$ cat config.mk
export PLATFORM = sky130hd
export DESIGN_NAME = tick_sync_wport
export DESIGN_NICKNAME = d
export VERILOG_FILES = /design/src/rtl/tsw_pkg.sv /design/src/rtl/tsw_shadow.sv /design/src/rtl/tsw_regfile.sv /design/src/rtl/tsw_status.sv /design/src/rtl/tick_sync_wport.sv
export SDC_FILE = /design/constraint.sdc
export NUM_CORES = 1
export LEC_CHECK = 0
export BUFFER_PORTS_ARGS = -buffer_cell sky130_fd_sc_hd__buf_2
export CAP_MARGIN = 20
export CORE_MARGIN = 5
export CORE_UTILIZATION = 52
export CTS_CLUSTER_DIAMETER = 150
export DETAILED_ROUTE_END_ITERATION = 8
export PLACE_DENSITY = 0.89
export RECOVER_POWER = 50
export SYNTH_ARGS = -nofsm -noshare
export SYNTH_HDL_FRONTEND = slang
export SYNTH_SLANG_ARGS = --single-unit
$ cat constraint.sdc
create_clock -name clk -period 2.5 [get_ports clk]
set_clock_uncertainty 0.15 [all_clocks]
set_input_delay 0.75 -clock clk [delete_from_list [all_inputs] [get_ports clk]]
set_output_delay 0.75 -clock clk [all_outputs]
set_load 0.005 [all_outputs]
$ cat src/rtl/tsw_pkg.sv
package tsw_pkg;
  localparam int unsigned ADDR_W     = 3;
  localparam int unsigned NSYNC      = 5;
  localparam int unsigned IDX_TIME   = 0;
  localparam int unsigned IDX_ALARM  = 1;
  localparam int unsigned IDX_SWCNT  = 2;
  localparam int unsigned IDX_IEN    = 3;
  localparam int unsigned IDX_PRESC  = 4;
  localparam int unsigned ADDR_STAT  = 5;
  localparam int unsigned BIT_DONE   = 15;
  localparam int unsigned BIT_PEND   = 14;

  // stored width of each synchronized register
  function automatic int unsigned reg_width(int unsigned idx, int unsigned dw, int unsigned cw);
    int unsigned w;
    case (idx)
      IDX_TIME, IDX_ALARM: w = dw;
      IDX_SWCNT, IDX_IEN:  w = cw;
      default:             w = 1;
    endcase
    return (w > dw) ? dw : w;
  endfunction

  function automatic logic is_sync(logic [ADDR_W-1:0] a);
    return (32'(a) < NSYNC);
  endfunction
endpackage

$ cat src/rtl/tsw_shadow.sv
module tsw_shadow
  import tsw_pkg::*;
#(
  parameter int unsigned DATA_W = 32
) (
  input  logic              clk,
  input  logic              rst,
  input  logic              wr_en,
  input  logic [ADDR_W-1:0] wr_addr,
  input  logic [DATA_W-1:0] wr_data,
  input  logic              commit_fire,
  output logic              pending,
  output logic [ADDR_W-1:0] sh_addr,
  output logic [DATA_W-1:0] sh_data
);
  logic accept;

  // a write is taken only into an empty slot; otherwise it is dropped
  assign accept = wr_en && is_sync(wr_addr) && !pending;

  always_ff @(posedge clk) begin
    if (rst) begin
      pending <= 1'b0;
      sh_addr <= '0;
      sh_data <= '0;
    end else if (accept) begin
      pending <= 1'b1;
      sh_addr <= wr_addr;
      sh_data <= wr_data;
    end else if (commit_fire) begin
      pending <= 1'b0;
    end
  end

  AST_ACCEPT_SETS: assert property (@(posedge clk) disable iff (rst)
    accept |=> pending);
  AST_SHADOW_HOLD: assert property (@(posedge clk) disable iff (rst)
    (pending && !commit_fire) |=> (pending && $stable(sh_addr) && $stable(sh_data)));
  AST_PENDING_CLEARS: assert property (@(posedge clk) disable iff (rst)
    commit_fire |=> !pending);
endmodule

$ cat src/rtl/tsw_regfile.sv
module tsw_regfile
  import tsw_pkg::*;
#(
  parameter int unsigned DATA_W    = 32,
  parameter int unsigned CNT_W     = 16,
  parameter bit          PRESC_RST = 1'b1
) (
  input  logic                          clk,
  input  logic                          rst,
  input  logic                          commit_fire,
  input  logic [ADDR_W-1:0]             sh_addr,
  input  logic [DATA_W-1:0]             sh_data,
  output logic [NSYNC-1:0][DATA_W-1:0]  regs_o
);
  for (genvar i = 0; i < NSYNC; i++) begin : g_reg
    localparam int unsigned W = reg_width(i, DATA_W, CNT_W);
    localparam logic [DATA_W-1:0] MASK =
      (W >= DATA_W) ? {DATA_W{1'b1}} : ((DATA_W'(1) << W) - DATA_W'(1));
    localparam logic [DATA_W-1:0] RST_VAL =
      (i == IDX_PRESC) ? DATA_W'(PRESC_RST) : '0;
    logic [DATA_W-1:0] q;

    always_ff @(posedge clk) begin
      if (rst)
        q <= RST_VAL;
      else if (commit_fire && (sh_addr == ADDR_W'(i)))
        q <= sh_data & MASK;
    end
    assign regs_o[i] = q;
  end

  AST_REG_STABLE: assert property (@(posedge clk) disable iff (rst)
    !commit_fire |=> $stable(regs_o));
endmodule

$ cat src/rtl/tsw_status.sv
module tsw_status (
  input  logic clk,
  input  logic rst,
  input  logic commit_fire,
  input  logic clr_done,
  input  logic done_en,
  output logic done,
  output logic irq
);
  always_ff @(posedge clk) begin
    if (rst) begin
      done <= 1'b0;
      irq  <= 1'b0;
    end else begin
      if (commit_fire)
        done <= 1'b1;
      else if (clr_done)
        done <= 1'b0;
      irq <= done && done_en;
    end
  end

  AST_DONE_SET: assert property (@(posedge clk) disable iff (rst)
    commit_fire |=> done);
  AST_DONE_CLEAR: assert property (@(posedge clk) disable iff (rst)
    (clr_done && !commit_fire) |=> !done);
  AST_IRQ_GATED: assert property (@(posedge clk) disable iff (rst)
    irq |-> $past(done && done_en));
endmodule

$ cat src/rtl/tick_sync_wport.sv
module tick_sync_wport
  import tsw_pkg::*;
#(
  parameter int unsigned DATA_W    = 32,
  parameter int unsigned CNT_W     = 16,
  parameter bit          PRESC_RST = 1'b1
) (
  input  logic              clk,
  input  logic              rst,
  input  logic [ADDR_W-1:0] bus_addr,
  input  logic [DATA_W-1:0] bus_wdata,
  input  logic              bus_we,
  input  logic              bus_re,
  input  logic              tick_1hz,
  input  logic              raw_edge,
  output logic [DATA_W-1:0] bus_rdata,
  output logic              bus_rvalid,
  output logic [DATA_W-1:0] time_o,
  output logic [DATA_W-1:0] alarm_o,
  output logic [CNT_W-1:0]  swcnt_o,
  output logic [CNT_W-1:0]  ien_o,
  output logic              presc_en_o,
  output logic              write_pending_o,
  output logic              write_done_o,
  output logic              irq
);
  localparam int unsigned STAT_W = BIT_DONE + 1;

  logic                         pending;
  logic [ADDR_W-1:0]            sh_addr;
  logic [DATA_W-1:0]            sh_data;
  logic [NSYNC-1:0][DATA_W-1:0] regs;
  logic                         strobe;
  logic                         commit_fire;
  logic                         stat_wr;
  logic                         clr_done;
  logic                         done;
  logic [STAT_W-1:0]            stat_word;
  logic [DATA_W-1:0]            rd_mux;

  // committed prescaler setting selects which strobe commits
  assign strobe      = regs[IDX_PRESC][0] ? tick_1hz : raw_edge;
  assign commit_fire = pending && strobe;
  assign stat_wr     = bus_we && (bus_addr == ADDR_W'(ADDR_STAT));
  assign clr_done    = stat_wr && bus_wdata[BIT_DONE];

  tsw_shadow #(.DATA_W(DATA_W)) u_shadow (
    .clk        (clk),
    .rst        (rst),
    .wr_en      (bus_we),
    .wr_addr    (bus_addr),
    .wr_data    (bus_wdata),
    .commit_fire(commit_fire),
    .pending    (pending),
    .sh_addr    (sh_addr),
    .sh_data    (sh_data)
  );

  tsw_regfile #(.DATA_W(DATA_W), .CNT_W(CNT_W), .PRESC_RST(PRESC_RST)) u_regs (
    .clk        (clk),
    .rst        (rst),
    .commit_fire(commit_fire),
    .sh_addr    (sh_addr),
    .sh_data    (sh_data),
    .regs_o     (regs)
  );

  tsw_status u_status (
    .clk        (clk),
    .rst        (rst),
    .commit_fire(commit_fire),
    .clr_done   (clr_done),
    .done_en    (regs[IDX_IEN][BIT_DONE]),
    .done       (done),
    .irq        (irq)
  );

  always_comb begin
    stat_word           = '0;
    stat_word[BIT_DONE] = done;
    stat_word[BIT_PEND] = pending;
    if (is_sync(bus_addr))
      rd_mux = regs[bus_addr];
    else if (bus_addr == ADDR_W'(ADDR_STAT))
      rd_mux = DATA_W'(stat_word);
    else
      rd_mux = '0;
  end

  always_ff @(posedge clk) begin
    if (rst) begin
      bus_rdata  <= '0;
      bus_rvalid <= 1'b0;
    end else begin
      bus_rvalid <= bus_re;
      if (bus_re)
        bus_rdata <= rd_mux;
    end
  end

  assign time_o          = regs[IDX_TIME];
  assign alarm_o         = regs[IDX_ALARM];
  assign swcnt_o         = regs[IDX_SWCNT][CNT_W-1:0];
  assign ien_o           = regs[IDX_IEN][CNT_W-1:0];
  assign presc_en_o      = regs[IDX_PRESC][0];
  assign write_pending_o = pending;
  assign write_done_o    = done;

  AST_STATUS_NO_PEND: assert property (@(posedge clk) disable iff (rst)
    (stat_wr && !pending) |=> !pending);
  AST_UNMAPPED_IGNORED: assert property (@(posedge clk) disable iff (rst)
    (bus_we && !is_sync(bus_addr) && !pending) |=> !pending);
  AST_RVALID: assert property (@(posedge clk) disable iff (rst)
    bus_re |=> bus_rvalid);
endmodule

==> results of run 1 <==
[kinds of logic (layout without fill, tap and decap cells)]
family / Yosys count / after routing / synth area share [%]
buffers and inverters: 58 / 228 / 3.63
other: 0 / 2 / 0
multiplexers: 76 / 76 / 13.1
flip-flops: 168 / 168 / 51.0
AO/OA/AOI/OAI: 150 / 150 / 12.1
AND/OR/NAND/NOR: 312 / 312 / 20.2
[sequential cells by signal (all words and copies together), names as in the netlist]
signal            flops
u_shadow.sh_data     32
u_regs.g.q           97
u_status.done         1
u_status.irq          1
u_shadow.sh_addr      3
u_shadow.pending      1
bus_rvalid            1
bus_rdata            32
[power groups by stage]
| stage | combinational, mW | clock, mW | sequential [mW] |
|---|---|---|---|
| 3_5_place_dp | 0.322 | 0 | 2.82 |
| 6_report | 0.317 | 2.55 | 2.77 |
| 3_3_place_gp | 0.317 | 0 | 2.82 |
| 2_1_floorplan | 0.181 | 0 | 2.81 |
| 5_1_grt | 0.344 | 2.70 | 2.77 |
| 4_1_cts | 0.323 | 2.58 | 2.76 |
[routing by layer]
metal | wire length [um] | GRT usage, %
met1 | 7890 | 31.9
met2 | 9220 | 41.9
met3 | 1240 | 5.12
met4 | 579 | 11.7
met5 | 0 | 0
[path summary, 6_finish.rpt]
check / start / endpoint
worst min-delay path: u_shadow.sh_addr[2] / u_shadow.sh_addr[2]
worst max register to register: u_shadow.pending / u_regs.g_reg[3].q[13]
worst max-delay path: u_shadow.pending / u_regs.g_reg[3].q[13]
worst min register to register: u_shadow.sh_addr[2] / u_shadow.sh_addr[2]
[placed cells by master (no fill, tap or decap), drive strengths merged, types with 2 or more instances in the layout]
cell type / n
a211oi: 3
a21oi: 133
a222oi: 2
a22oi: 9
and2: 2
and3b: 2
buf: 121
bufinv: 2
clkbuf: 99
clkinv: 3
clkinvlp: 3
dfxtp: 168
diode: 2
mux2: 38
mux2i: 34
mux4: 4
nand2: 203
nand2b: 13
nor2: 59
nor2b: 24
or4b: 2
[stage by stage]
step	setup slack, ps	power [mW]	utilization [%]	area (sq um)	hold WS, ps
4_1_cts	172	5.67	66.4	8310	312
3_5_place_dp	-84.0	3.14	61.7	7730	302
2_1_floorplan	322	2.99	-	6590	282
5_1_grt	19.2	5.81	65.4	8190	333
3_3_place_gp	-18.9	3.14	61.7	7730	297
6_report	141	5.63	65.4	8190	313
[layout make-up]
class	instances	area share, %
antenna	2	0.0611
clock buffer	21	5.87
clock inverter	8	1.19
multi-input combinational	538	36.8
sequential	168	41.1
tap	172	2.63
timing repair buffer	199	12.4
[critical path, delay by kind of cell (launching register included)]
kind             cells  cell delay, ps
muxes                1             290
and+or+nand+nor      3            1310
DFF                  1             490
==> run metrics, run 1 <==
hpwl dp=12600 um; Area Overhead vs Synth=24.3%; fin crit period=2360 ps; via count=5988; CP arrival=2510 ps; P per Cell Area=688 mW/mm^2; RSZ-0062 raised after global routing=false; Fmax=0.424 GHz; largest cells by area after synthesis=dfxtp_1, nand2_1, a21oi_1; gr ovfl total=0; Mapped Avg Cell Area=8.62 sq um; Clock power frac=45.2%; vias in the first global route=~5700; vias per cell=5.40; run status=finished clean; detail-routed net length per standard cell=17.1 um; max-slew violation total from the final report=0; Post-route DRC=0; Critical Path Fanout Max=16; die height=approximately 120 um; Worst-path clk slew=60 ps; Multi-input gate area=0.00301 sq mm; post-synth top area cell=dfxtp_1; post-route clock period utilization=between 90 and 100%; R2R cell count=4; Register Area=0.00336 sq mm; die footprint=roughly 0.015 sq mm; worst skew pair latency=around 420 ps; min-delay worst type=reg -> reg; Psw=between 1 and 1.5 mW; DIE WIDTH=123 um; Cell Int Power=4.39 mW; Top Ports=174; initial core utilization=52.6%; leading cell types by count after synthesis=nand2_1, dfxtp_1, a21oi_1; Total GRT Usage=approximately 25%; Non-Filler Instances=~1100; WHS Path Cells=2; Final Hold Fails=0; register area share after synthesis=51.0%; register bit total from synthesis=around 170; setup TNS=0 ps; ys flop type=dfxtp_1; cells after synthesis=764; Port Buf Inserts=between 150 and 200; Post-synth EDFFs=0; Switching Fraction=22.1%; clock sinks=168; htree depth=4; setup bufs post-CTS=0; WL final=18900 um; core area=between 0.01 and 0.015 sq mm; Slew Limit Headroom=25.6%; library cells used by synthesis=31; fraction of layout cells with a size suffix above 1=between 20% and 30%; post-synth top area share=between 50% and 60%; Async SR Flop Fraction=0%; Leakage=3.26 nW; Final setup viols=0; reg-to-reg slack, setup=140 ps; Max-Cap Viols=0; Post-Place Cells=between 1000 and 1500; Root Buffer=clkbuf_16; crit path kind=reg -> reg; Required @ worst endpoint=2650 ps; Detail Route Antenna Nets=0; peak supply drop=0.400 mV; Combinational Power Share=roughly 5.6%; Critical Path, Cell by Cell=nand2b_1, nor3_4, mux2i_1, nor2_1; area of the mapped netlist=0.00659 sq mm; Filler cells=1084; initial drt markers=519; most common cell in the netlist=nand2_1; Synthesized Nets=805; Post-CTS Hold Buffers=0; CTS tree=built; Final GP Congestion=0.807; Rows=41; Yosys warning total=0; Inserted Clock Buffers=17; initial antenna violation count=1; Critical Path Start Type=flop; post_cts resized=0; CP Capture Type=flop; DRT Pass-1 Iters=6; Sequential Power Share=49.1%; Nets=~970; Slowest-stage cell, CP=nor3_4; Tightest Pin Transition=1110 ps; CP peak stage delay=960 ps; Max Root-Sink Buffers=2; first-pass GRT wire length=between 20000 and 30000 um; largest net degree at the start of global routing=66
(Power assumes the default switching activity.)
==> inputs of run 2 (changes only) <==
CORE_MARGIN = default   (was 5)
==> run 2 against run 1 <==
Against the previous run:
- sequential share of layout area is 0.19 points lower
- critical path depth is 2 higher
- wire length is 2.4% lower
- die area is 13% lower
- design area is 0.47% higher
- final cell count is 0.18% higher
- critical endpoint is now u_shadow.sh_addr[0]
- non-clock buffer count is 4 higher
- first-iteration DRC count is 14% lower
- core utilization is 2.2 points higher
- via count is 0.42% higher
- flip-flop and latch count stayed put
- combinational power hardly changed
==> run metrics, run 2 (same netlist as run 1, synthesis figures left out) <==
run status=finished clean; setup TNS=0 ps; initial antenna violation count=0; Leakage=3.42 nW; htree depth=4; WHS=318 ps; vias in the first global route=5593; RR Startpoint=u_regs.g_reg[4].q[0]; Area Overhead vs Synth=24.9%; Slew Limit Headroom=34.8%; min-delay worst type=reg -> reg; Port Buf Inserts=173; worst hold path startpoint=bus_rdata[3]; clock sinks=168; worst skew pair latency=420 ps; DRT Pass-1 Iters=7; reg-to-reg slack, setup=approximately 400 ps; RSZ-0062 raised after global routing=false; Top Ports=around 170; hold endpoint=bus_rdata[3]; Most flops, register=u_regs.g.q; Final GP Congestion=0.812; initial drt markers=447; Final setup viols=0; max-slew violation total from the final report=0; via count=6013; WHS Path Cells=2; Nets=969; Slowest-stage cell, CP=clkbuf_1; most frequent cells in the layout=nand2_1, dfxtp_1, a21oi_1; Critical Path, Cell by Cell=clkbuf_2, o21ai_0, and3b_1, clkbuf_1, nand2_1, a21oi_1; P per Cell Area=about 670 mW/mm^2; Tightest Pin Transition=978 ps; Final Hold Fails=0; Critical Path Start Type=primary input; post-route cell area=roughly 0.0082 sq mm; Largest delay share family, worst path=buffers and inverters; fin crit period=~2200 ps; dpl ws=-73.4 ps; detail-routed net length per standard cell=~17 um; WL final=between 15000 and 20000 um; post-route clock period utilization=slightly below 90%; fraction of layout cells with a size suffix above 1=24.7%; Detail Route Antenna Nets=0; Post-route DRC=0; die height=115 um; Post-CTS Hold Buffers=0; crit path kind=in -> reg; number of flip-flops in the largest register=97; CP peak stage delay=600 ps; vias per cell=5.42; top flop regs=u_regs.g.q x97, bus_rdata x32, u_shadow.sh_data x32; DIE WIDTH=about 110 um; final worst slack=325 ps; peak supply drop=about 0.40 mV; Worst-path clk slew=60 ps; Buffers & Inverters on Critical Path=2; commonest non-fill, non-tap cell in the layout=nand2_1; CP Capture Type=flop; Root Buffer=clkbuf_16; R2R cell count=5; hpwl dp=~12000 um; die footprint=0.0131 sq mm; initial core utilization=54.2%; Max Root-Sink Buffers=2; Inserted Clock Buffers=17; Critical Path Fanout Max=14; CP arrival=between 2000 and 2500 ps; first-pass GRT wire length=28700 um; largest net degree at the start of global routing=43; Max-Cap Viols=0; Total GRT Usage=28.6%; Required @ worst endpoint=2680 ps; core area=0.0122 sq mm; RR Endpoint=u_regs.g_reg[3].q[15]; CTS tree=built; Fmax=around 0.46 GHz; post_cts resized=0; Area after DPL=0.00772 sq mm; gr ovfl total=0; Rows=40; setup bufs post-CTS=0
## run 2: worst max-delay path by stage
| stage | start | end | slack [ps] | cells past startpoint |
|---|---|---|---|---|
| finish | bus_addr[1] | u_shadow.sh_addr[0] | 330 | 6 |
| global route | bus_addr[1] | u_shadow.sh_data[3] | 200 | 6 |
| detailed placement | raw_edge | u_regs.g_reg[3].q[15] | -70 | 5 |
| CTS | u_regs.g_reg[4].q[0] | u_regs.g_reg[3].q[15] | 300 | 4 |
| global placement | raw_edge | u_regs.g_reg[3].q[15] | -10 | 5 |
| floorplan | bus_addr[0] | u_shadow.sh_data[10] | 320 | 7 |
## run 2: worst reg2reg max path, cell delays in order (launching register included)
cell and delay [ps]:
dfxtp_1 350, mux2i_2 260, nor3_2 680, buf_16 230
mux2i_1 210, nor2_1 60
## run 2: layer usage
metal,wire [um],track usage (%)
met1,7720,35.9
met2,8880,46.4
met3,1310,6.99
met4,569,13.5
met5,0,0
## run 2: area by class of cell
type,instances,area [sq um]
fillers,1002,3940
well taps,168,210
flip-flops and latches,168,3360
repair buffers,203,1090
multi-input cells,538,3000
diodes,1,2.50
clock buffers,22,484
clock inverters,10,75.1
## run 2: stage by stage
stage          power (mW)  util [%]  cells
6_report             5.54      67.6   1110
4_1_cts              5.57      68.1   1108
2_1_floorplan        2.99         -    764
5_1_grt              5.71      67.6   1109
3_5_place_dp         3.14      63.5   1076
3_3_place_gp         3.13      63.5   1076
## run 2: where the power goes
part	internal, mW	switching, mW	leakage [nW]	total, mW
Sequential	2.72	0.0444	1.36	2.76
Combinational	0.114	0.203	1.77	0.317
Clock	1.46	1.00	0.289	2.46
Total	4.29	1.25	3.42	5.54
==> inputs of run 3 (changes only) <==
BUFFER_PORTS_ARGS = default   (was -buffer_cell sky130_fd_sc_hd__buf_2)
CORE_UTILIZATION = 60   (was 52)
DONT_BUFFER_PORTS = 1   (was default)
PLACE_DENSITY = 0.86   (was 0.89)
SKIP_LAST_GASP = 1   (was default)
==> run 3 against run 2 <==
Against the previous run:
- first-iteration DRC count is 6.3% lower
- non-clock buffer count down 184
- final cell count is 20% lower
- combinational power shrank 43%
- critical path depth is the same
- register-to-register slack got worse by 110 ps
- total power grew 1.6%
- clock power grew 8.9%
- flip-flop and latch count stayed put
- maximum frequency fell by 1.7%
- worst hold slack got worse by 160 ps
- count of clock-buffer cells in the layout fell by 3
- largest cell class unchanged
==> run metrics, run 3 (same netlist as run 1, synthesis figures left out) <==
most frequent cells in the layout=nand2_1, dfxtp_1, a21oi_1; die height=107 um; post_cts resized=0; initial antenna violation count=0; Combinational Power Share=3.2%; Final Hold Fails=0; final core occ=about 70%; Largest delay share family, worst path=simple AND/OR/NAND/NOR gates; Worst-path clk slew=60 ps; Tightest Pin Transition=1400 ps; Filler cells=803; initial drt markers=419; setup bufs post-CTS=0; top flop regs=u_regs.g.q x97, bus_rdata x32, u_shadow.sh_data x32; fraction of layout cells with a size suffix above 1=12.2%; Total GRT Usage=30.3%; worst hold path startpoint=rst; R2R cell count=6; ant diodes=0; Area Overhead vs Synth=11.2%; vias per cell=5.97; Critical Path Start Type=flop; Slowest-stage cell, CP=nor4b_4; RR Startpoint=u_regs.g_reg[4].q[0]; clock sinks=168; post-route clock period utilization=88.5%; CTS tree=built; Post-CTS Hold Buffers=0; Max Root-Sink Buffers=2; Final setup viols=0; Final GP Congestion=0.838; P per Cell Area=approximately 770 mW/mm^2; Root Buffer=clkbuf_8; reg-to-reg slack, setup=290 ps; die footprint=0.0114 sq mm; WL final=roughly 17000 um; number of flip-flops in the largest register=97; Top Ports=174; worst skew pair latency=510 ps; largest net degree at the start of global routing=between 150 and 200; Psw=between 1 and 1.5 mW; Cell Int Power=4.38 mW; Rows=37; Buffers & Inverters on Critical Path=2; commonest non-fill, non-tap cell in the layout=nand2_1; Total Power=5.63 mW; via count=~5300; post-route cell area=0.00733 sq mm; Critical Path, Cell by Cell=mux2i_1, buf_4, nor4b_4, buf_4, nand2_1, a21oi_1; Nets=785; initial core utilization=63.0%; Sequential Power Share=49.1%; RR Endpoint=u_regs.g_reg[1].q[22]; DIE WIDTH=roughly 110 um; first-pass GRT wire length=26400 um; Fmax=approximately 0.45 GHz; Clock power frac=47.7%; CP peak stage delay=620 ps; run status=finished clean; min-delay worst type=in -> reg; CP Capture Type=flop; crit path kind=reg -> reg; Post-Place Cells=861; WHS Path Cells=1; RSZ-0062 raised after global routing=false; Critical Path Fanout Max=11; DRT Pass-1 Iters=8; max-slew violation total from the final report=0; vias in the first global route=5134; Max-Cap Viols=0; Slew Limit Headroom=under 10%; CP dominant cell by count=buf_4; peak supply drop=0.536 mV; Required @ worst endpoint=~2800 ps; hpwl dp=between 10000 and 15000 um; Post-route DRC=0; Port Buf Inserts=0; Leakage=2.68 nW; fin crit period=2210 ps; core area=0.0105 sq mm; Non-Filler Instances=893; detail-routed net length per standard cell=19.4 um; Area after DPL=between 0.006 and 0.007 sq mm; Detail Route Antenna Nets=0; htree depth=4; Switching Fraction=22.2%; Most flops, register=u_regs.g.q; CP arrival=2500 ps; gr ovfl total=0; setup TNS=0 ps; hold endpoint=bus_rdata[0]; Inserted Clock Buffers=17
[run 3: layer usage]
layer / vias to the layer above / share of wire (%) / GRT usage (%)
li1: 2505 / - / -
met1: 2565 / 38 / 35.2
met2: 244 / 51 / 52.2
met3: 21 / 8.7 / 9.48
met4: 0 / 1.7 / 11.1
met5: - / 0 / 0
[run 3: stage by stage]
stage / hold slack, ps / worst slack, ps
after floorplan: 282 / 322
after global routing: 123 / 152
after global placement: 295 / 166
after CTS: 141 / 327
final: 153 / 287
after detailed placement: 305 / 142
[run 3: how the worst max path moves through the flow]
stage | start | to | cells past startpoint
finish | u_regs.g_reg[4].q[0] | u_regs.g_reg[1].q[22] | 6
global route | u_regs.g_reg[4].q[0] | u_regs.g_reg[1].q[31] | 6
CTS | u_shadow.sh_addr[1] | u_regs.g_reg[3].q[5] | 4
detailed placement | raw_edge | u_regs.g_reg[3].q[0] | 4
global placement | raw_edge | u_regs.g_reg[0].q[19] | 6
floorplan | bus_addr[0] | u_shadow.sh_data[10] | 7
[run 3: power groups by stage]
| stage | combinational, mW | sequential, mW | clock (mW) |
|---|---|---|---|
| floorplan | 0.181 | 2.81 | 0 |
| global placement | 0.177 | 2.82 | 0 |
| detailed placement | 0.183 | 2.82 | 0 |
| CTS | 0.185 | 2.77 | 2.69 |
| global route | 0.197 | 2.77 | 2.82 |
| finish | 0.180 | 2.77 | 2.68 |
[run 3: area by class of cell]
| class | instances | area (sq um) | area share [%] |
|---|---|---|---|
| Sequential cell | 168 | 3360 | 45.9 |
| Multi-Input combinational cell | 538 | 3010 | 41.0 |
| Clock buffer | 19 | 442 | 6.03 |
| Timing Repair Buffer | 19 | 175 | 2.39 |
| Clock inverter | 13 | 170 | 2.32 |
| Tap cell | 136 | 170 | 2.32 |
